$ cat config.mk
export PLATFORM = sky130hd
export DESIGN_NAME = tbase_dual
export DESIGN_NICKNAME = d
export VERILOG_FILES = /design/src/rtl/tbase_pkg.sv /design/src/rtl/tbase_counter.sv /design/src/rtl/tbase_run_ctrl.sv /design/src/rtl/tbase_dual.sv
export SDC_FILE = /design/constraint.sdc
export NUM_CORES = 1
export LEC_CHECK = 0
export BUFFER_PORTS_ARGS = -buffer_cell sky130_fd_sc_hd__buf_4
export CAP_MARGIN = 20
export CORE_MARGIN = 10
export CORE_UTILIZATION = 50
export CTS_CLUSTER_DIAMETER = 100
export DETAILED_ROUTE_END_ITERATION = 7
export HOLD_SLACK_MARGIN = 0.02
export PLACE_DENSITY = 0.78
export SYNTH_ARGS = -nofsm -noshare
export SYNTH_HDL_FRONTEND = slang
export SYNTH_SLANG_ARGS = --single-unit
$ cat constraint.sdc
create_clock -name clk -period 3.5 [get_ports clk]
set_input_delay 1.05 -clock clk [delete_from_list [all_inputs] [get_ports clk]]
set_output_delay 1.05 -clock clk [all_outputs]
set_load 0.01 [all_outputs]
$ cat src/rtl/tbase_pkg.sv
// Package: shared sizes, target codes and the real-time-clock mask.
// Assumes the counter width is even so that it splits into two halves.
package tbase_pkg;
    parameter int TB_WIDTH = 64;
    localparam int TB_HALF = TB_WIDTH / 2;
    localparam int TB_NUM  = 3;

    typedef enum logic [1:0] {
        TGT_MAIN = 2'd0,
        TGT_ALT  = 2'd1,
        TGT_UTIL = 2'd2,
        TGT_NONE = 2'd3
    } tgt_e;

    localparam logic [TB_HALF-1:0] RTC_LOW_MASK = TB_HALF'(32'h3FFF_FF80);
endpackage

$ cat src/rtl/tbase_counter.sv
// Module: one counter of WIDTH bits with half-word writes.
// Does: a write to either half replaces that half and suppresses the
// increment for the cycle; otherwise inc adds one with the low-half carry
// folded into the high half in the same cycle.
// Assumes: lo_mask is applied to low-half writes only; reset is
// synchronous and active low.
module tbase_counter #(
    parameter int WIDTH = 64,
    parameter int HALF  = WIDTH / 2
) (
    input  logic             clk,
    input  logic             rst_n,
    input  logic             inc,
    input  logic             wr_lo,
    input  logic             wr_hi,
    input  logic [HALF-1:0]  wdata,
    input  logic [HALF-1:0]  lo_mask,
    output logic [WIDTH-1:0] value
);
    logic [HALF-1:0] lo_q, hi_q;
    logic [HALF:0]   lo_sum;
    logic [HALF-1:0] hi_sum;

    // Increment path: low half plus one, carry into the high half.
    always_comb begin
        lo_sum = {1'b0, lo_q} + {{HALF{1'b0}}, 1'b1};
        hi_sum = hi_q + {{(HALF-1){1'b0}}, lo_sum[HALF]};
    end

    // Low half: write wins over increment.
    always_ff @(posedge clk) begin
        if (!rst_n)
            lo_q <= '0;
        else if (wr_lo)
            lo_q <= wdata & lo_mask;
        else if (!wr_hi && inc)
            lo_q <= lo_sum[HALF-1:0];
    end

    // High half: write wins over increment.
    always_ff @(posedge clk) begin
        if (!rst_n)
            hi_q <= '0;
        else if (wr_hi)
            hi_q <= wdata;
        else if (!wr_lo && inc)
            hi_q <= hi_sum;
    end

    assign value = {hi_q, lo_q};


    lo_write_chk: assert property (@(posedge clk) disable iff (!rst_n)
        wr_lo && !wr_hi |=> value[HALF-1:0] == $past(wdata & lo_mask)
                            && value[WIDTH-1:HALF] == $past(value[WIDTH-1:HALF]));

    hi_write_chk: assert property (@(posedge clk) disable iff (!rst_n)
        wr_hi && !wr_lo |=> value[WIDTH-1:HALF] == $past(wdata)
                            && value[HALF-1:0] == $past(value[HALF-1:0]));

    step_chk: assert property (@(posedge clk) disable iff (!rst_n)
        inc && !wr_lo && !wr_hi |=> value == $past(value) + 1'b1);

    idle_hold_chk: assert property (@(posedge clk) disable iff (!rst_n)
        !inc && !wr_lo && !wr_hi |=> $stable(value));
endmodule

$ cat src/rtl/tbase_run_ctrl.sv
// Module: run/freeze state shared by both time bases.
// Does: stop clears the run flag, start sets it; stop wins a tie.
// Assumes: requests are single-cycle pulses; reset enters running.
module tbase_run_ctrl (
    input  logic clk,
    input  logic rst_n,
    input  logic stop_req,
    input  logic start_req,
    output logic running
);
    // Run flag update.
    always_ff @(posedge clk) begin
        if (!rst_n)
            running <= 1'b1;
        else if (stop_req)
            running <= 1'b0;
        else if (start_req)
            running <= 1'b1;
    end


    stop_freeze_chk: assert property (@(posedge clk) disable iff (!rst_n)
        stop_req |=> !running);

    start_run_chk: assert property (@(posedge clk) disable iff (!rst_n)
        start_req && !stop_req |=> running);

    hold_state_chk: assert property (@(posedge clk) disable iff (!rst_n)
        !start_req && !stop_req |=> $stable(running));
endmodule

$ cat src/rtl/tbase_dual.sv
// Module: main and alternate time bases plus utilization counter.
// Does: decodes the register port into per-counter half writes, gates the
// time-base increments with the run flag, and muxes one half onto rdata.
// Assumes: acc_tgt codes follow tbase_pkg::tgt_e; the real-time-clock mask
// applies only to the main low word.
module tbase_dual
    import tbase_pkg::*;
#(
    parameter int WIDTH = TB_WIDTH,
    parameter int HALF  = WIDTH / 2
) (
    input  logic            clk,
    input  logic            rst_n,
    input  logic            tick,
    input  logic            stop_req,
    input  logic            start_req,
    input  logic            rtc_mode,
    input  logic            wr_en,
    input  logic [1:0]      acc_tgt,
    input  logic            acc_lo,
    input  logic            acc_hi,
    input  logic [HALF-1:0] wdata,
    output logic [HALF-1:0] rdata,
    output logic            running
);
    localparam logic [HALF-1:0] MAIN_MASK = HALF'(RTC_LOW_MASK);

    logic [WIDTH-1:0] cnt_val [TB_NUM];
    logic [HALF-1:0]  mask_val [TB_NUM];
    logic [HALF-1:0]  rd_word;

    tbase_run_ctrl u_run (
        .clk       (clk),
        .rst_n     (rst_n),
        .stop_req  (stop_req),
        .start_req (start_req),
        .running   (running)
    );

    for (genvar g = 0; g < TB_NUM; g++) begin : g_cnt
        logic sel_w, inc_w;
        assign sel_w = wr_en && (acc_tgt == 2'(g));
        if (g == int'(TGT_MAIN)) begin : g_mask
            assign mask_val[g] = rtc_mode ? MAIN_MASK : '1;
        end else begin : g_nomask
            assign mask_val[g] = '1;
        end
        if (g == int'(TGT_UTIL)) begin : g_inc_free
            assign inc_w = tick;
        end else begin : g_inc_gated
            assign inc_w = tick && running;
        end
        tbase_counter #(.WIDTH(WIDTH), .HALF(HALF)) u_cnt (
            .clk     (clk),
            .rst_n   (rst_n),
            .inc     (inc_w),
            .wr_lo   (sel_w && acc_lo),
            .wr_hi   (sel_w && acc_hi),
            .wdata   (wdata),
            .lo_mask (mask_val[g]),
            .value   (cnt_val[g])
        );
    end

    // Read mux: low half has priority, unused target reads zero.
    always_comb begin
        rd_word = '0;
        if (acc_tgt != TGT_NONE) begin
            if (acc_lo)
                rd_word = cnt_val[acc_tgt][HALF-1:0] & mask_val[acc_tgt];
            else if (acc_hi)
                rd_word = cnt_val[acc_tgt][WIDTH-1:HALF];
        end
    end

    assign rdata = rd_word;


    frozen_hold_chk: assert property (@(posedge clk) disable iff (!rst_n)
        !running && !(wr_en && acc_tgt == TGT_MAIN && (acc_lo || acc_hi))
        |=> $stable(cnt_val[0]));

    util_free_chk: assert property (@(posedge clk) disable iff (!rst_n)
        !running && tick && !(wr_en && acc_tgt == TGT_UTIL && (acc_lo || acc_hi))
        |=> cnt_val[2] == $past(cnt_val[2]) + 1'b1);

    none_read_chk: assert property (@(posedge clk) disable iff (!rst_n)
        acc_tgt == TGT_NONE |-> rdata == '0);
endmodule

### After elaboration in Yosys (flattened, before gate mapping)

Index checks and enable logic that the tools add are counted.

| word-level totals | value |
|---|---|
| bits in registers | 193 |
| input port bits | 43 |
| output and inout bits | 33 |
| word-level logic and storage cells | 74 |

| operators by class | value |
|---|---|
| add/subtract/negate cells | 6 |
| $lt $le $gt $ge | 1 |
| equality and inequality tests | 3 |
| muxes and demuxes | 24 |
| bitwise gates (word level) | 3 |
| reductions and logical operators | 30 |

Operators by type and width:

| kind | count |
|---|---|
| two-way mux 32 bit | 18 |
| binary-select mux 64 bit (select 2 bit) | 1 |
| two-way mux 64 bit | 2 |
| adder 32 x 1 -> 33 bit, second input constant | 3 |
| adder 32 x 1 -> 32 bit | 3 |
| bitwise AND 32 bit | 2 |
| binary-select mux 32 bit (select 2 bit) | 1 |
| logical AND 1 bit | 16 |
| nonzero test 2 bit | 7 |
| logical NOT 1 bit | 6 |
| greater-or-equal comparator 3 bit, second input constant | 1 |
| inverter 2 -> 3 bit | 1 |
| == test 2 x 1 -> 1 bit, second input constant | 1 |
| == test 2 bit, second input constant | 1 |
| logical NOT 2 bit | 1 |
| two-way mux 1 bit | 2 |
| inequality test 2 bit, second input constant | 1 |

### Longest topological paths before layout

Gate-level depths: netlist of the first run.

| logic depth | value |
|---|---|
| word-level depth | 7 |
| gate-level depth with buffers | 13 |
| mapped depth without buffers | 12 |

### By module

A second synthesis of the first run with hierarchy kept.

| unflattened totals | value |
|---|---|
| cell total of the unflattened synthesis | 1,637 |
| area, all modules | 12,726.0 um^2 |

By module, submodules not included:

| module | instances | cells each | area each (um^2) | seq. area each (um^2) |
|---|---|---|---|---|
| tbase_counter | 3 | 466 | 3,676.0 | 1,281.2 |
| tbase_dual | 1 | 236 | 1,669.1 | 0.0 |
| tbase_run_ctrl | 1 | 3 | 28.8 | 20.0 |

### Least setup slack after synthesis of the first run

No wires, ideal clock.

| timing | value |
|---|---|
| path type | input-to-output |
| from | input acc_tgt[1] |
| to | output rdata[29] |
| data arrival time | 2.495 ns |
| required time | 2.450 ns |
| path slack | -0.045 ns |
| cell stages on the path | 7 |
| path buffers | 3 |
| path through | buf_2 > clkbuf_1 > clkbuf_1 > mux2i_1 > o21ai_0 > a22oi_1 > a21oi_1 |

| between the ends | value |
|---|---|
| longest elaborated chain between the ends | 7 |
| elaborated cells on any way between the ends | 12 |
| classes of those cells | 1 x eq/ne; 9 x mux; 2 x bitwise |

Ends and longest elaborated chain:

| element | RTL line | source |
|---|---|---|
| start, declared | tbase_dual.sv:19 | `input logic [1:0] acc_tgt,` |
| inverter 2 -> 3 bit (not written as such) | tbase_dual.sv:70, tbase_dual.sv:72 |  |
| binary-select mux 64 bit (select 2 bit) or binary-select mux 32 bit (select 2 bit) (tied branches) | tbase_dual.sv:70, tbase_dual.sv:72 |  |
| two-way mux 64 bit (not written as such) or two-way mux 32 bit (tied branches) (2 in a row) | tbase_dual.sv:72, tbase_dual.sv:70 |  |
| two-way mux 32 bit or bitwise AND 32 bit (tied branches) | tbase_dual.sv:71, tbase_dual.sv:70 |  |
| two-way mux 32 bit | tbase_dual.sv:69 | `if (acc_lo)` |
| two-way mux 32 bit (*) | tbase_dual.sv:68 | `if (acc_tgt != TGT_NONE) begin` |
| end, declared | tbase_dual.sv:23 | `output logic [HALF-1:0] rdata,` |

Mark *: on every way between the ends. The rest lies on a longest branch, timed or not. The select of a mux whose other input is x is not followed.

### Worst setup path after layout of the first run

| timing | value |
|---|---|
| from | input acc_tgt[1] |
| to | output rdata[9] |

The elaborated chain is that of the path after synthesis.

==> results of run 1 <==
-- area by class of cell --
cell class / instances / area (um2)
Timing Repair Buffer: 191 / 1540
Fill cell: 2330 / 10300
Clock inverter: 14 / 166
Tap cell: 330 / 413
Sequential cell: 193 / 3860
Inverter: 44 / 165
Multi-Input combinational cell: 1323 / 8220
Clock buffer: 18 / 429
-- stage by stage --
step	std cells	setup WS [ns]	utilization	total power, mW	hold slack (ns)
4_1_cts	2112	0.0457	0.588	5.20	0.542
3_5_place_dp	2080	-0.0430	0.564	3.19	0.526
6_report	2113	0.0296	0.589	5.23	0.540
5_1_grt	2113	0.00382	0.589	5.35	0.556
2_1_floorplan	1693	-0.0453	-	2.82	0.471
3_3_place_gp	2080	-0.0365	0.564	3.17	0.510
-- layer usage --
layer  wire (um)  share of wire  global-route usage
met1       20300           0.38               0.421
met2       22200           0.42               0.466
met3        7360           0.14               0.101
met4        3170          0.060               0.171
met5           0              0                   0
-- worst reg2reg max path: stages (launching register included) --
cell     delay, ns
dfxtp_1       0.45
and4_2        0.40
nand4_1       0.13
buf_4         0.19
nor4_1        0.28
buf_4         0.21
ha_1          0.21
ha_1          0.21
nand3_1       0.20
nor3_1        0.22
buf_4         0.23
nand4_1       0.14
xor2_1        0.16
o22ai_1       0.10
-- final timing paths --
| path | start | to | slack [ns] | depth (start not counted) |
|---|---|---|---|---|
| worst max-delay path | acc_tgt[1] | rdata[9] | 0.03 | 7 |
| worst min-delay path | g_cnt[1].u_cnt.lo_q[19] | g_cnt[1].u_cnt.lo_q[19] | 0.54 | 2 |
| worst max register to register | g_cnt[0].u_cnt.lo_q[17] | g_cnt[0].u_cnt.hi_q[16] | 0.23 | 13 |
| worst min register to register | g_cnt[1].u_cnt.lo_q[19] | g_cnt[1].u_cnt.lo_q[19] | 0.54 | 2 |
-- placed cells by master, fill, tap and decap left out, types with 23 or more instances in the layout --
master / synthesis / final
inv_1: 43 / 43
xor2_1: 80 / 80
a22oi_1: 29 / 29
o22ai_1: 38 / 38
a211oi_1: 28 / 28
nor3_1: 40 / 39
and3_1: 26 / 26
a21o_1: 24 / 24
o21ai_0: 168 / 167
mux2i_1: 41 / 40
nand3_1: 80 / 79
xnor2_1: 58 / 58
buf_4: 1 / 182
dfxtp_1: 193 / 193
a31oi_1: 27 / 27
nand4_1: 76 / 76
nor4_1: 26 / 23
nand2_1: 178 / 178
a21oi_1: 120 / 120
nor2_1: 93 / 93
a2bb2oi_1: 36 / 36
-- logic make-up (layout without fill, tap and decap cells) --
| group | after synthesis | count (layout) |
|---|---|---|
| xor gates and xnor gates | 138 | 138 |
| DFF | 193 | 193 |
| adders and majority gates | 9 | 9 |
| and+or+nand+nor | 607 | 607 |
| muxes | 41 | 41 |
| AOI/OAI and AO/OA | 528 | 528 |
| buffers and inverters | 177 | 267 |
-- where the power goes --
part | internal (mW) | leakage [nW] | total, mW | switching (mW)
Clock | 1.02 | 0.291 | 2.05 | 1.03
Sequential | 2.27 | 1.57 | 2.39 | 0.119
Combinational | 0.291 | 3.19 | 0.784 | 0.493
Total | 3.59 | 5.05 | 5.23 | 1.64
-- state kept, by name (all words and copies together) (netlist names) --
| name | flops |
|---|---|
| g_cnt.u_cnt.lo_q | 96 |
| g_cnt.u_cnt.hi_q | 96 |
| u_run.running | 1 |
-- repair_timing --
action,4_1_cts,5_1_grt
pin swaps,0,1
endpoints found under the setup margin,1,17
setup buffers,0,1
gates resized for setup,1,8
==> impl_metrics.toml, run 1 <==
[die]
ios = 76
die_w_um = 179
initial_core_util = 0.506
fp.dieH_um = 179
rows = 58
dieArea_mm2 = 0.0322
core_area_mm2 = 0.0251

[yosys]
synth_compound_area_frac = 0.258
ys.flop_type = "dfxtp_1"
syn_avg_cell_area_um2 = 7.50
synthMuxAreaShare = 0.0323
ys_seq_area_frac = 0.304
synth_seq_cells = 193
synth_largest_area_cell = "dfxtp_1"
synth_most_common_cell = "dfxtp_1"
ys_top_cells_by_area = "dfxtp_1 30%, o21ai_0 6.6%, xor2_1 5.5%, nand2_1 5.3%, a21oi_1 4.7%"
netlist_area_mm2 = 0.0127
async_flop_share = 0
synth_edf_count = 0
yosys.area_share.simple = 0.248
synth_xor_area_frac = 0.0952
synth_top_family_by_area = "compound AO/OA/AOI/OAI gates"
ys_types = 62
synthCells = 1693
synthTopCellsByCount = "193 x dfxtp_1, 178 x nand2_1, 168 x o21ai_0"
ys_warn_count = 0
syn-num-nets = 1745
synth_top_area_frac = 0.304
synthAdderAreaFrac = 0.00887

[timing]
max_freq_mhz = 288
slew_headroom = 0.461
fin_tns_setup_ns = 0
hold_violations = 0
setup_viol = 0
final-max-slew-violation-count = 0
finClkSkew_ns = 0.0136
rsz0062_at_grt = "false"
fin_crit_ns = 3.47
fin_crit_sh = 0.992
worstMarginPinSlew_ns = 0.806

[final_layout]
areaGrowthSynthToFinish_pct = 16.5
design_area_mm2 = 0.0148
antennaDiodeCount = 0
drive_gt1_frac = 0.141
nets = 1822

[worst_setup_path]
crit_path_start_kind = "input pin"
path_common_cell = "buf_4"
critPathMaxStageDelay_ns = 0.37
cpMaxStageDelayCell = "mux2i_1"
cp.arrival_ns = 2.42
crit_type = "input pin to output port"
worstPathCellList = "buf_4 > buf_6 > mux2i_1 > o21ai_0 > a22oi_1 > a21oi_1 > buf_4"
crit_path_max_fanout = 28
critPathRequiredTime_ns = 2.45
endpoint_kind = "output port"
critPathTopFamily = "buffers and inverters"
path_buf_inv = 3

[pwr]
p_leak_nw = 5.05
ir_drop_v = 0.000266
power.density_mw_per_mm2 = 354

[clock_tree]
ctsHoldBuffers = 0
insertion_delay_ns = 0.45
numClockSinks = 193
htree_levels = 4
clockBufferDepth = 2
cts_inserted_buffers = 17
clkSlewWorstSetupHoldPaths_ns = 0.08
cts_tree = "built"
root_buffer = "clkbuf_16"

[global_route]
antenna_found_initial = 1
grt_pass1_wl_mm = 79.5
grt_max_degree = 77
grt_pass1_vias = 13100
gr-total-overflow = 0
grt_usage = 0.322

[routing]
vias = 14400
dr.pass1.iters = 6
via_per_inst = 6.79
post-route-drc-count = 0
drt_iter0_markers = 2365
drt-total-wl_mm = 53.0
wl_per_cell_um = 25.1
ant_nets = 0

[placed_design]
gp_congestion = 1.15
portBuffers = 75
dpl.hpwl_mm = 38.5
place_area_mm2 = 0.0142

[status]
outcome = "completed"

[run]
drv_cap = 0

[min_path]
hold_path.class = "flip-flop to flip-flop"
(Power assumes the default switching activity.)
==> run 2, diff against run 1 <==
CORE_ASPECT_RATIO = 1.75   (was unset)
==> impl_metrics.toml, run 2 (synthesis gave the netlist of run 1 again) <==
[clock_tree]
ctsHoldBuffers = 0
htree_levels = 4
cts-resized-gates = 0
cts_tree = "built"
numClockSinks = 193
cts_inserted_buffers = 17
root_buffer = "clkbuf_16"
insertion_delay_ns = 0.47
clockBufferDepth = 2
post_cts_buffers = 0
clkSlewWorstSetupHoldPaths_ns = 0.07

[final_layout]
drive_gt1_frac = 0.131
design_area_mm2 = 0.0147
areaGrowthSynthToFinish_pct = 15.5
reg_top3 = "g_cnt.u_cnt.hi_q x96, g_cnt.u_cnt.lo_q x96, u_run.running x1"
final_common_cell = "dfxtp_1"
nets = 1812
final_util = 0.583
final_cell_mix = "193 x dfxtp_1, 178 x nand2_1, 172 x buf_4, 168 x o21ai_0, 120 x a21oi_1"
fillers = 2289
final_cells = 2090

[pwr]
power.total_mw = 5.09
power.density_mw_per_mm2 = 347
ir_drop_v = 0.000385
p_leak_nw = 4.98

[placed_design]
place_area_mm2 = 0.0141
gp_congestion = 1.08
portBuffers = 75
dp.cells = 2057
pre_cts_ws_ns = 0.128
dpl.hpwl_mm = 35.2

[die]
dieArea_mm2 = 0.0324
ios = 76
rows = 77
initial_core_util = 0.505
fp.dieH_um = 231
die_w_um = 140
core_area_mm2 = 0.0251

[global_route]
grt_pass1_wl_mm = 73.8
grt_usage = 0.282
grt_max_degree = 71
grt_pass1_vias = 13500
gr-total-overflow = 0
antenna_found_initial = 1

[timing]
rsz0062_at_grt = "false"
final-max-slew-violation-count = 0
fin_ws_ns = 0.0734
fin_crit_ns = 3.43
setup_viol = 0
worstMarginPinSlew_ns = 0.755
slew_headroom = 0.495
holdWs_ns = 0.502
fin_crit_sh = 0.979
hold_violations = 0
finClkSkew_ns = 0.0107
fin_tns_setup_ns = 0
max_freq_mhz = 292

[routing]
wl_met3_mm = 4.26
m1WireLength_mm = 17.0
wl_per_cell_um = 22.8
drt_iter0_markers = 2052
post-route-drc-count = 0
ant_nets = 0
drt-total-wl_mm = 47.6
top_layer_used = "met4"
wl_met2_mm = 23.2
via_per_inst = 6.75
dr.pass1.iters = 8
vias = 14100

[run]
drv_cap = 0

[worst_setup_path]
cp.arrival_ns = 2.38
crit_path_max_fanout = 20
critPathRequiredTime_ns = 2.45
path_common_cell = "buf_4"
worstPathCellList = "buf_4 > nor2b_2 > buf_4 > nand2_1 > o21ai_0 > a22oi_1 > a21oi_1 > buf_4"
cpMaxStageDelayCell = "buf_4"
crit_type = "input pin to output port"
crit_path_start_kind = "input pin"
endpoint_kind = "output port"
critPathMaxStageDelay_ns = 0.29

[min_path]
hold_path.class = "flip-flop to flip-flop"

[status]
outcome = "completed"
==> run 2: cell type report <==
cell class	instances	area (um2)	area share
clock inverters	6	82.6	0.00563
well taps	316	395	0.0270
multi-input cells	1323	8200	0.559
clock buffers	24	472	0.0322
flip-flops and latches	193	3860	0.264
repair buffers	181	1470	0.100
inverters	44	165	0.0113
diodes	3	7.51	0.000512
==> run 2: power by group <==
group | internal (mW) | switching [mW] | total, mW
clock | 1.08 | 0.889 | 1.97
combinational | 0.288 | 0.445 | 0.732
sequential | 2.28 | 0.110 | 2.39
==> run 2: path summary, 6_finish.rpt <==
check | startpoint | endpoint | slack [ns] | cells after the start
worst max-delay path | acc_tgt[1] | rdata[11] | 0.07 | 8
worst min-delay path | g_cnt[1].u_cnt.lo_q[21] | g_cnt[1].u_cnt.lo_q[21] | 0.50 | 2
worst max register to register | g_cnt[0].u_cnt.lo_q[19] | g_cnt[0].u_cnt.hi_q[24] | 0.09 | 12
worst min register to register | g_cnt[1].u_cnt.lo_q[21] | g_cnt[1].u_cnt.lo_q[21] | 0.50 | 2
==> run 2: worst max-delay path, delay by kind of cell <==
kind,cells,cell delay [ns]
and+or+nand+nor,2,0.27
buffers and inverters,3,0.59
AOI/OAI and AO/OA,3,0.47
==> run 2: layer usage <==
layer | GRT usage | vias to the layer above
met1 | 0.320 | 6691
met3 | 0.0491 | 205
li1 | - | 6396
met2 | 0.478 | 823
met5 | 0 | -
met4 | 0.174 | 0
